`src/rtl/lpf_pkg.sv`:
```
`timescale 1ns/1ps
package lpf_pkg;
  typedef enum logic [1:0] {
    TRIG_MISS = 2'd0,
    TRIG_HIT  = 2'd1,
    TRIG_BOTH = 2'd2,
    TRIG_NONE = 2'd3
  } trig_mode_e;

  function automatic logic [2:0] line_shift(input logic [1:0] sel);
    case (sel)
      2'd0:    line_shift = 3'd4;
      2'd1:    line_shift = 3'd5;
      default: line_shift = 3'd6;
    endcase
  endfunction

  function automatic logic trig_match(input logic [1:0] mode, input logic hit);
    case (trig_mode_e'(mode))
      TRIG_MISS: trig_match = !hit;
      TRIG_HIT:  trig_match = hit;
      TRIG_BOTH: trig_match = 1'b1;
      default:   trig_match = 1'b0;
    endcase
  endfunction
endpackage

```
`src/rtl/lpf_step.sv`:
```
`timescale 1ns/1ps
module lpf_step #(
  parameter int AW = 24
) (
  input  logic [AW-1:0] addr,
  input  logic [2:0]    sh,
  input  logic          dir,
  output logic [AW-1:0] line,
  output logic [AW-1:0] next,
  output logic          next_ok
);
  logic [AW-1:0] lbytes;
  logic [AW:0]   up_sum;

  assign lbytes = AW'(1) << sh;
  assign line   = addr & ({AW{1'b1}} << sh);
  assign up_sum = {1'b0, line} + {1'b0, lbytes};

  always_comb begin
    if (dir) begin
      next    = line - lbytes;
      next_ok = (line >= lbytes);
    end else begin
      next    = up_sum[AW-1:0];
      next_ok = !up_sum[AW];
    end
  end
endmodule

```
`src/rtl/lpf_region_match.sv`:
```
`timescale 1ns/1ps
module lpf_region_match #(
  parameter int AW = 24
) (
  input  logic          en,
  input  logic [AW-1:0] base,
  input  logic [AW-1:0] size,
  input  logic [AW-1:0] addr,
  input  logic [AW-1:0] cand,
  output logic          hit,
  output logic          cand_in
);
  logic [AW:0] lim;
  assign lim     = {1'b0, base} + {1'b0, size};
  assign hit     = en && ({1'b0, addr} >= {1'b0, base}) && ({1'b0, addr} < lim);
  assign cand_in = ({1'b0, cand} >= {1'b0, base}) && ({1'b0, cand} < lim);
endmodule

```
`src/rtl/lpf_ctrl.sv`:
```
`timescale 1ns/1ps
module lpf_ctrl #(
  parameter int RVW = 8
) (
  input  logic           clk,
  input  logic           rst_n,
  input  logic           pl_start,
  input  logic           pl_end,
  input  logic           suspend,
  input  logic           resume,
  input  logic [RVW-1:0] resume_val,
  input  logic           auto_on,
  input  logic           auto_off,
  output logic           auto_q,
  output logic           saved_q
);
  always_ff @(posedge clk or negedge rst_n) begin
    if (!rst_n) begin
      auto_q  <= 1'b0;
      saved_q <= 1'b0;
    end else if (pl_start) begin
      saved_q <= auto_q;
      auto_q  <= 1'b0;
    end else if (pl_end) begin
      auto_q <= saved_q;
    end else if (suspend) begin
      saved_q <= auto_q;
      auto_q  <= 1'b0;
    end else if (resume) begin
      auto_q <= |resume_val;
    end else if (auto_on) begin
      auto_q <= 1'b1;
    end else if (auto_off) begin
      auto_q <= 1'b0;
    end
  end

  assert_pl_save_R8: assert property (@(posedge clk) disable iff (!rst_n)
    pl_start |=> (!auto_q && saved_q == $past(auto_q)));
  assert_pl_restore_R8: assert property (@(posedge clk) disable iff (!rst_n)
    (!pl_start && pl_end) |=> (auto_q == $past(saved_q)));
  assert_suspend_R9: assert property (@(posedge clk) disable iff (!rst_n)
    (!pl_start && !pl_end && suspend) |=> (!auto_q && saved_q == $past(auto_q)));
  assert_resume_R9: assert property (@(posedge clk) disable iff (!rst_n)
    (!pl_start && !pl_end && !suspend && resume) |=> (auto_q == ($past(resume_val) != '0)));
endmodule

```
`src/rtl/lpf_fetch_gen.sv`:
```
`timescale 1ns/1ps
module lpf_fetch_gen #(
  parameter int AW = 24
) (
  input  logic          clk,
  input  logic          rst_n,
  input  logic [2:0]    sh,
  input  logic          trig_fire,
  input  logic [AW-1:0] trig_addr,
  input  logic          pl_start,
  input  logic [AW-1:0] pl_addr,
  input  logic [AW-1:0] pl_size,
  input  logic          pl_order,
  input  logic          pl_end,
  input  logic          freeze,
  input  logic          req_ready,
  output logic          req_valid,
  output logic [AW-1:0] req_addr,
  output logic          pend,
  output logic          pl_active
);
  logic [AW-1:0] addr_q, last_q, mask, pl_lo, pl_hi, pl_tail;
  logic          dir_q;
  logic [AW-1:0] step_line, step_next;
  logic          step_ok;
  logic          advance;

  assign mask    = {AW{1'b1}} << sh;
  assign pl_tail = pl_addr + pl_size - AW'(1);
  assign pl_lo   = pl_addr & mask;
  assign pl_hi   = pl_tail & mask;

  lpf_step #(.AW(AW)) i_walk_step (
    .addr(addr_q), .sh(sh), .dir(dir_q),
    .line(step_line), .next(step_next), .next_ok(step_ok)
  );

  assign advance = pend && (freeze || req_ready);

  always_ff @(posedge clk or negedge rst_n) begin
    if (!rst_n) begin
      pend      <= 1'b0;
      pl_active <= 1'b0;
      addr_q    <= '0;
      last_q    <= '0;
      dir_q     <= 1'b0;
    end else if (pl_start) begin
      pend      <= (pl_size != '0);
      pl_active <= (pl_size != '0);
      dir_q     <= pl_order;
      addr_q    <= pl_order ? pl_hi : pl_lo;
      last_q    <= pl_order ? pl_lo : pl_hi;
    end else if (pl_active) begin
      if (pl_end) begin
        pend      <= 1'b0;
        pl_active <= 1'b0;
      end else if (advance) begin
        if (addr_q == last_q || !step_ok) begin
          pend      <= 1'b0;
          pl_active <= 1'b0;
        end else begin
          addr_q <= step_next;
        end
      end
    end else if (trig_fire) begin
      pend   <= 1'b1;
      addr_q <= trig_addr;
    end else if (freeze) begin
      pend <= 1'b0;
    end else if (pend && req_ready) begin
      pend <= 1'b0;
    end
  end

  assign req_valid = pend && !freeze;
  assign req_addr  = addr_q;

  assert_hold_R6: assert property (@(posedge clk) disable iff (!rst_n)
    (pl_active && pend && !freeze && !req_ready && !pl_start && !pl_end)
      |=> (pend && $stable(addr_q)));
  assert_freeze_discard_R10: assert property (@(posedge clk) disable iff (!rst_n)
    (pl_active && pend && freeze && !pl_start && !pl_end && addr_q != last_q)
      |=> (addr_q != $past(addr_q)));
endmodule

```
`src/rtl/line_prefetch_top.sv`:
```
`timescale 1ns/1ps
module line_prefetch_top #(
  parameter int AW   = 24,
  parameter int NREG = 2,
  parameter int RVW  = 8
) (
  input  logic               clk,
  input  logic               rst_n,
  input  logic [1:0]         cfg_line_sel,
  input  logic               cfg_dir,
  input  logic [1:0]         cfg_trig,
  input  logic [NREG-1:0]    cfg_reg_en,
  input  logic [NREG*AW-1:0] cfg_reg_base,
  input  logic [NREG*AW-1:0] cfg_reg_size,
  input  logic               auto_on,
  input  logic               auto_off,
  input  logic               suspend,
  input  logic               resume,
  input  logic [RVW-1:0]     resume_val,
  input  logic               pl_start,
  input  logic [AW-1:0]      pl_addr,
  input  logic [AW-1:0]      pl_size,
  input  logic               pl_order,
  input  logic               pl_end,
  input  logic               acc_valid,
  input  logic [AW-1:0]      acc_addr,
  input  logic               acc_hit,
  input  logic               freeze,
  output logic               req_valid,
  input  logic               req_ready,
  output logic [AW-1:0]      req_addr,
  output logic               auto_active,
  output logic               saved_auto,
  output logic               pl_done,
  output logic               busy
);
  import lpf_pkg::*;

  logic [2:0]    sh;
  logic [AW-1:0] acc_line, cand;
  logic          cand_ok;
  logic [NREG-1:0] reg_hit, reg_cin;
  logic          win_hit, win_cin;
  logic          trig_fire;
  logic          pend, pl_active;

  assign sh = line_shift(cfg_line_sel);

  lpf_step #(.AW(AW)) i_acc_step (
    .addr(acc_addr), .sh(sh), .dir(cfg_dir),
    .line(acc_line), .next(cand), .next_ok(cand_ok)
  );

  for (genvar g = 0; g < NREG; g++) begin : g_win
    lpf_region_match #(.AW(AW)) i_match (
      .en(cfg_reg_en[g]),
      .base(cfg_reg_base[g*AW +: AW]),
      .size(cfg_reg_size[g*AW +: AW]),
      .addr(acc_addr),
      .cand(cand),
      .hit(reg_hit[g]),
      .cand_in(reg_cin[g])
    );
  end

  always_comb begin
    win_hit = 1'b0;
    win_cin = 1'b0;
    for (int i = NREG - 1; i >= 0; i--) begin
      if (reg_hit[i]) begin
        win_hit = 1'b1;
        win_cin = reg_cin[i];
      end
    end
  end

  assign trig_fire = acc_valid && auto_active && !freeze && !pl_active &&
                     trig_match(cfg_trig, acc_hit) && win_hit && win_cin && cand_ok;

  lpf_ctrl #(.RVW(RVW)) i_ctrl (
    .clk(clk), .rst_n(rst_n),
    .pl_start(pl_start), .pl_end(pl_end),
    .suspend(suspend), .resume(resume), .resume_val(resume_val),
    .auto_on(auto_on), .auto_off(auto_off),
    .auto_q(auto_active), .saved_q(saved_auto)
  );

  lpf_fetch_gen #(.AW(AW)) i_fetch (
    .clk(clk), .rst_n(rst_n), .sh(sh),
    .trig_fire(trig_fire), .trig_addr(cand),
    .pl_start(pl_start), .pl_addr(pl_addr), .pl_size(pl_size),
    .pl_order(pl_order), .pl_end(pl_end),
    .freeze(freeze), .req_ready(req_ready),
    .req_valid(req_valid), .req_addr(req_addr),
    .pend(pend), .pl_active(pl_active)
  );

  assign pl_done = !pl_active;
  assign busy    = pl_active || pend;

  assert_done_low_R7: assert property (@(posedge clk) disable iff (!rst_n)
    (pl_start && pl_size != '0) |=> !pl_done);
  assert_busy_cover_R11: assert property (@(posedge clk) disable iff (!rst_n)
    req_valid |-> busy);
  assert_line_aligned_R1: assert property (@(posedge clk) disable iff (!rst_n)
    (trig_fire && cfg_line_sel == 2'd0) |=> (req_addr[3:0] == 4'd0));
endmodule

```
`config.mk`:
```
export PLATFORM = sky130hd
export DESIGN_NAME = line_prefetch_top
export DESIGN_NICKNAME = d
export VERILOG_FILES = /design/src/rtl/lpf_pkg.sv /design/src/rtl/lpf_step.sv /design/src/rtl/lpf_region_match.sv /design/src/rtl/lpf_ctrl.sv /design/src/rtl/lpf_fetch_gen.sv /design/src/rtl/line_prefetch_top.sv
export SDC_FILE = /design/constraint.sdc
export NUM_CORES = 1
export LEC_CHECK = 0
export ABC_CLOCK_PERIOD_IN_PS = 5000
export CAP_MARGIN = 20
export CORE_ASPECT_RATIO = 1.25
export CORE_UTILIZATION = 53
export CTS_CLUSTER_DIAMETER = 50
export DETAILED_ROUTE_END_ITERATION = 7
export PLACE_DENSITY = 0.77
export RECOVER_POWER = 25
export SYNTH_ARGS = -nofsm -noshare
export SYNTH_HDL_FRONTEND = slang
export SYNTH_HIERARCHICAL = 1
export SYNTH_SLANG_ARGS = --single-unit
```
`constraint.sdc`:
```
create_clock -name clk -period 5 [get_ports clk]
set_input_delay 1.25 -clock clk [delete_from_list [all_inputs] [get_ports clk]]
set_output_delay 1.25 -clock clk [all_outputs]
set_load 0.05 [all_outputs]
```
==> results.md, run 1 <==
* GP Congestion at 0.985
* Drt initial violations at 930
* Nature of the critical path endpoint: register
* R2R depth at 13
* RSZ-0062 raised after global routing: true
* Design area at between 20000 and 25000 µm²
* Worst Setup Slack, final at -1.32 ns
* Hold crit path type: register to register
* Grt total ovfl at 0
* Core Util, Final at roughly four fifths
* N_diodes at 0
* R2r endpoint: i_fetch/req_addr[13]
* DPL Wire Length at ~42 mm
* Clock sink count at between 50 and 60
* CP most frequent cell: buf_4
* Peak supply drop at approximately 0.16 mV
* Fillers at 1839
* Maximum Capacitance Violations at 1
* CP Max Fanout at 5
* Wire per inst at roughly 19 µm
* Clk network pwr share at under 10%
* Hold Fails Final Rpt at 0
* Residual DRC at 0
* Crit path capture: i_fetch/req_addr[13]
* FF/Latch Area at about 1300 µm²
* Avg Vias per Cell at 5.96
* Htree depth at 2
* Root Buffer: clkbuf_16
* Gr usage total at 37.5%
* CTS max path bufs at 2
* Post-CTS Hold Buffers at 0
* Vias at between 15000 and 20000
* Switch Pwr at between 2 and 2.5 mW
* Chip height at approximately 190 µm
* Reg-to-reg startpoint: i_fetch/req_addr[5]
* Multi-input gate area at 12900 µm²
* Top Ports at between 200 and 250
* Crit path largest cell delay at 0.44 ns
* Fmax at roughly 160 MHz
* Site row count at 66
* Gate power share at 75.8%
* Tightest Pin Transition at slightly below 2 ns
* Worst Skew at 0.0178 ns
* Area delta synth->final at 46.8%
* Die Span X at between 100 and 150 µm
* Endpoints failing setup at 25
* Largest net degree at the start of global routing at 49
* Slew Limit Headroom at -31.0%
* Antenna-violating nets left at 0
* Tcrit/Tclk final at 126%
* Total Routed Length at between 50 and 60 mm
* Mapped Cells at 1865
* Crit start category: input pin
* Post-DP Area at 19700 µm²
* Fin. max-slew vios at 38
* WP buf/inv at 6
* Die ar. at 27700 µm²
* Skew-Pair Late Insertion Delay at about 0.31 ns
* Cell internal pwr at about 2.2 mW
* CTS tree: yes
* PD cells at 202 nW/µm²
* Core ar. at 26300 µm²
* Yosys warns at 6
* Share of power burned in registers at 15.8%
* Antenna violations before repair at 0
* Port buffer count at approximately 220
* Effective utilization at floorplan at between 50% and 60%
* Worst Path Required at 5.19 ns
* CP Launch Point: cfg_reg_size[3]
* Mapped cell area at approximately 14000 µm²
* CP Class: input pin to register
* Pre-CTS setup slack at -2.08 ns
* Slowest stage cell, crit path: clkdlybuf4s50_1
* Share of layout cells above drive strength 1 at between 20% and 30%
* Arrival time at the worst endpoint at 6.51 ns
* Static leakage at a little over 10 nW
* Failing checks: capacitance limit, slew limit, setup timing
* WHS at a little over 0.5 ns
* Syn avg cell area at ~7.7 µm²
* Inserted Clock Buffers at 5
* CP delay by family, top: compound AO/OA/AOI/OAI gates
* TritonRoute pass-1 iters at 6
* Status: finished, violations left
* First-pass GRT wire length at just over 80 mm
* Number of global-route vias before repair at 17100
* Clock Pin Slew Worst Setup and Hold Paths at about 0.070 ns
* Reg2Reg Setup Slack at approximately 1.4 ns
* WP depth at 27
* # nets final at between 2000 and 3000
* Switching share of power at 47.5%
* Min Clock Period, post-route at 6.32 ns
==> cells in the final DEF, fill, tap and decap left out, types with 28 or more instances in the layout <==
master and count:
a21o_1 71, a21oi_1 140, a31oi_1 28, buf_4 383
clkdlybuf4s50_1 194, dfrtp_1 53, ha_1 276, inv_1 205
mux2i_1 37, nand2_1 106, nand3_1 44, nand4_1 40
nor2_1 109, o21ai_0 79, xnor2_1 60, xor2_1 57
==> registers in the layout, summed over array words and instances, names as in the netlist <==
name / flops
i_fetch/pl_active: 1
i_fetch/dir_q: 1
i_fetch/req_addr: 24
i_ctrl/saved_q: 1
i_fetch/last_q: 24
i_ctrl/auto_q: 1
i_fetch/pend: 1
==> layout make-up <==
class / instances / area share (%)
Clock buffer: 5 / 0.595
Multi-Input combinational cell: 1569 / 61.6
Clock inverter: 3 / 0.125
Sequential cell: 53 / 6.31
Inverter: 207 / 3.69
Timing Repair Buffer: 630 / 25.7
Tap cell: 340 / 2.02
==> worst min path at each step <==
| stage | to | cells after the start | slack, ns | from |
|---|---|---|---|---|
| 2_1_floorplan | i_fetch/last_q[17] | 1 | 0.47 | i_fetch/last_q[17] |
| 3_3_place_gp | i_fetch/last_q[17] | 1 | 0.48 | i_fetch/last_q[17] |
| 3_5_place_dp | i_fetch/last_q[1] | 1 | 0.50 | i_fetch/last_q[1] |
| 4_1_cts | i_fetch/last_q[1] | 1 | 0.52 | i_fetch/last_q[1] |
| 5_1_grt | i_fetch/last_q[1] | 1 | 0.52 | i_fetch/last_q[1] |
| 6_report | i_fetch/last_q[6] | 1 | 0.51 | i_fetch/last_q[6] |
==> power by group through the flow <==
stage / sequential, mW / combinational [mW] / clock, mW
after global routing: 0.680 / 3.50 / 0.380
after global placement: 0.662 / 2.82 / 0
final: 0.673 / 3.23 / 0.355
after detailed placement: 0.665 / 2.91 / 0
after floorplan: 0.761 / 1.62 / 0
after CTS: 0.659 / 3.07 / 0.358
==> per-layer routing <==
layer / vias to the layer above / share of wire, % / GRT usage (%)
met5: - / 0 / 0
met1: 7801 / 38 / 40.1
met2: 669 / 50 / 69.6
li1: 8043 / - / -
met3: 224 / 4.7 / 3.46
met4: 0 / 6.8 / 25.0
==> repair_timing <==
action                                  4_1_cts  5_1_grt
cloned                                        3        0
pin swaps                                    61       64
setup buffers                                37       10
endpoints found under the setup margin       25       25
gates resized for setup                     145       64
==> metrics by stage <==
step,power (mW),cells,TNS [ns]
after global routing,4.56,2807,-35.61
after floorplan,2.38,1881,-24.57
after detailed placement,3.57,2756,-49.15
after global placement,3.48,2756,-45.87
final,4.25,2807,-31.23
after CTS,4.08,2801,-31.32
==> worst reg2reg max path: stages, from the launching register on <==
cell and delay [ns]:
dfrtp_1 0.43, a21boi_0 0.32, ha_1 0.32, or3b_2 0.21, a31oi_1 0.10, a211oi_1 0.34, o2bb2a_1 0.29, nor2_1 0.15
o21ai_0 0.13, o31a_1 0.18, a311o_2 0.41, buf_6 0.16, buf_12 0.14, mux2_4 0.30
No activity file was read; power rests on OpenSTA's default activity.
==> run 2: changes to the inputs <==
--- a/config.mk
+++ b/config.mk
@@ -7,11 +7,13 @@
 export LEC_CHECK = 0
 export ABC_CLOCK_PERIOD_IN_PS = 5000
 export CAP_MARGIN = 20
+export CELL_PAD_IN_SITES_DETAIL_PLACEMENT = 1
+export CELL_PAD_IN_SITES_GLOBAL_PLACEMENT = 1
 export CORE_ASPECT_RATIO = 1.25
-export CORE_UTILIZATION = 53
+export CORE_UTILIZATION = 45
 export CTS_CLUSTER_DIAMETER = 50
 export DETAILED_ROUTE_END_ITERATION = 7
-export PLACE_DENSITY = 0.77
+export PLACE_DENSITY = 0.87
 export RECOVER_POWER = 25
 export SYNTH_ARGS = -nofsm -noshare
 export SYNTH_HDL_FRONTEND = slang
==> results.md, run 2 <==
* Mapped Cells at 1865 (unchanged)
* Gr usage total at 74.9%
* Tool error: [ERROR GRT-0232] Routing congestion too high. Check the congestion heatmap in the GUI.
* Post-CTS Hold Buffers at 0 (unchanged)
* Port buffer count at 224 (unchanged)
* Effective utilization at floorplan at 46.0% (was 54.6%)
* CTS max path bufs at 2 (unchanged)
* Last stage reached: 5_1_grt
* DPL Wire Length at 55.4 mm (was 42.4 mm)
* Die Span X at 162 µm (was 149 µm)
* GRT worst endpoint: i_fetch/req_addr[16]$_DFFE_PN0P_/D
* Site row count at 72 (was 66)
* Inserted Clock Buffers at 5 (unchanged)
* Top Ports at 225 (unchanged)
* Root Buffer: clkbuf_16 (unchanged)
* Grt total ovfl at between 100 and 150
* Worst endpoint pin kind: register input
* Htree depth at 2 (unchanged)
* Pre-CTS setup slack at -2.36 ns (was -2.08 ns)
* Syn avg cell area at 7.68 µm² (unchanged)
* Post-DP Area at 19800 µm² (was 19700 µm²)
* GP Congestion at 0.951 (was 0.985)
* Status: aborted with a tool error (was finished, violations left)
* Chip height at 201 µm (was 186 µm)
* Largest net degree at the start of global routing at roughly 50
* Yosys warns at 6 (unchanged)
* Mapped cell area at 14300 µm² (unchanged)
[run 2: timing repair]
| action | 4_1_cts |
|---|---|
| buffers inserted | 54 |
| setup endpoints to repair | 25 |
| gates resized for setup | 179 |
| cloned | 2 |
| pin swaps | 83 |
[run 2: metal layers]
layer	GRT overflow	GRT usage [%]
met5	0	22.0
met4	61	82.4
met3	1	55.1
met2	62	95.3
met1	1	72.0
[run 2: metrics by stage]
stage,instances,util (%)
3_3_place_gp,2833,63.6
3_5_place_dp,2833,63.6
4_1_cts,2896,67.9
2_1_floorplan,1881,-
==> run 3: changes to the inputs <==
--- a/config.mk
+++ b/config.mk
@@ -7,13 +7,9 @@
 export LEC_CHECK = 0
 export ABC_CLOCK_PERIOD_IN_PS = 5000
 export CAP_MARGIN = 20
-export CELL_PAD_IN_SITES_DETAIL_PLACEMENT = 1
-export CELL_PAD_IN_SITES_GLOBAL_PLACEMENT = 1
-export CORE_ASPECT_RATIO = 1.25
-export CORE_UTILIZATION = 45
-export CTS_CLUSTER_DIAMETER = 50
+export CORE_UTILIZATION = 38
 export DETAILED_ROUTE_END_ITERATION = 7
-export PLACE_DENSITY = 0.87
+export PLACE_DENSITY_LB_ADDON = 0.15
 export RECOVER_POWER = 25
 export SYNTH_ARGS = -nofsm -noshare
 export SYNTH_HDL_FRONTEND = slang
==> results.md, run 3 (synthesis results as in run 1) <==
* PD cells at between 200 and 250 nW/µm²
* Area delta synth->final at 49.0%
* WP buf/inv at 3
* Gr usage total at between 20 and 30%
* Antenna violations before repair at 0
* Site row count at 70 (was 72)
* Most frequent cells in the layout: buf_4, ha_1, inv_1
* PnR Total Power at between 4 and 5 mW
* Hold crit path type: register to register
* GP Congestion at 0.946 (was 0.951)
* Wire per inst at roughly 18 µm
* Maximum Capacitance Violations at 1
* Failing checks: capacitance limit, slew limit, setup timing
* Core ar. at about 37000 µm²
* Crit start category: input pin
* N_diodes at 0
* CTS max path bufs at 2 (unchanged)
* Nature of the critical path endpoint: register
* Largest net degree at the start of global routing at around 80
* Tcrit/Tclk final at 127%
* Drt initial violations at around 850
* Static leakage at 10.5 nW
* Slowest stage cell, crit path: clkdlybuf4s50_1
* Crit path largest cell delay at approximately 0.45 ns
* RSZ-0062 raised after global routing: true
* Min Clock Period, post-route at 6.37 ns
* Multi-input gate area at around 13000 µm²
* Clock sink count at 53
* Worst Setup Slack, final at -1.37 ns
* Antenna-violating nets left at 0
* Worst Path Required at 5.19 ns
* Htree depth at 2 (unchanged)
* Fillers at ~3500
* CTS tree: yes
* CP Class: input pin to register
* Vias at around 16000
* Avg Vias per Cell at about 5.4
* Slew Limit Headroom at -103%
* CP Max Fanout at 7
* Top Ports at 225 (unchanged)
* Clock Pin Slew Worst Setup and Hold Paths at 0.07 ns
* Port buffer count at 224 (unchanged)
* Fmax at between 150 and 200 MHz
* Die ar. at around 38000 µm²
* Endpoints failing setup at 25
* Commonest non-fill, non-tap cell in the layout: buf_4
* Residual DRC at 0
* Total Routed Length at 54.2 mm
* Fin. max-slew vios at 54
* WHS at a little over 0.5 ns
* Die Span X at 196 µm (was 162 µm)
* CP delay by family, top: compound AO/OA/AOI/OAI gates
* FF/Latch Area at around 1300 µm²
* Grt total ovfl at 0
* Skew-Pair Late Insertion Delay at about 0.30 ns
* Peak supply drop at between 0.15 and 0.2 mV
* Worst Skew at 0.00718 ns
* Hold Fails Final Rpt at 0
* Chip height at 196 µm (was 201 µm)
* TritonRoute pass-1 iters at 5
* First-pass GRT wire length at 85.2 mm
* Number of global-route vias before repair at about 16000
* Effective utilization at floorplan at 38.9% (was 46.0%)
* DPL Wire Length at 45.2 mm (was 55.4 mm)
* Status: finished, violations left (was aborted with a tool error)
* Tightest Pin Transition at around 3 ns
* Share of layout cells above drive strength 1 at roughly a quarter
* Arrival time at the worst endpoint at 6.56 ns
* Root Buffer: clkbuf_16 (unchanged)
* Inserted Clock Buffers at 5 (unchanged)
* # nets final at between 2000 and 3000
-- run 3: through the flow --
| stage | std cells | instance area [µm²] | utilization, % | setup TNS [ns] | setup WS, ns |
|---|---|---|---|---|---|
| after floorplan | 1881 | 14500 | - | -24.57 | -1.04 |
| after global placement | 2942 | 20000 | 54.3 | -48.81 | -2.05 |
| after detailed placement | 2942 | 20000 | 54.3 | -51.11 | -2.16 |
| after CTS | 2984 | 21000 | 57.0 | -33.02 | -1.43 |
| after global routing | 2992 | 21300 | 57.9 | -37.54 | -1.60 |
| final | 2992 | 21300 | 57.9 | -31.62 | -1.37 |
-- run 3: power by group --
group | switching [mW] | internal (mW)
clock | 0.171 | 0.251
sequential | 0.177 | 0.507
combinational | 1.69 | 1.55
total | 2.03 | 2.31
-- run 3: cell type report --
type,count,area share (%)
Clock inverter,2,0.176
Sequential cell,53,6.21
Clock buffer,6,0.651
Multi-Input combinational cell,1569,60.4
Tap cell,504,2.95
Timing Repair Buffer,651,25.9
Inverter,207,3.64
-- run 3: repair_timing --
| item | in CTS | in global routing |
|---|---|---|
| gates resized for setup | 139 | 55 |
| setup buffers | 38 | 8 |
| endpoints found under the setup margin | 25 | 25 |
| pin swaps | 81 | 50 |
| cloned | 2 | 0 |
| hold buffers | 0 | 0 |
| endpoints found under the hold margin | 0 | 0 |
-- run 3: final timing paths --
path	slack, ns	from	to	cells past startpoint
worst max-delay path	-1.37	cfg_reg_base[7]	i_fetch/req_addr[10]	26
max in group asynchronous	1.25	rst_n	i_fetch/pl_active	2
worst min-delay path	0.51	i_fetch/last_q[3]	i_fetch/last_q[3]	1
worst min register to register	0.51	i_fetch/last_q[3]	i_fetch/last_q[3]	1
min in group asynchronous	2.03	rst_n	i_fetch/last_q[0]	2
worst max register to register	1.38	i_fetch/req_addr[5]	i_fetch/req_addr[10]	13
-- run 3: routing by layer --
layer  routed length [µm]  track usage, %  vias to the layer above
met5                    0               0                        -
met1                25700            38.1                     7620
li1                     -               -                     8076
met3                 1990            1.74                       49
met2                25600            47.5                      389
met4                  879            4.72                        0
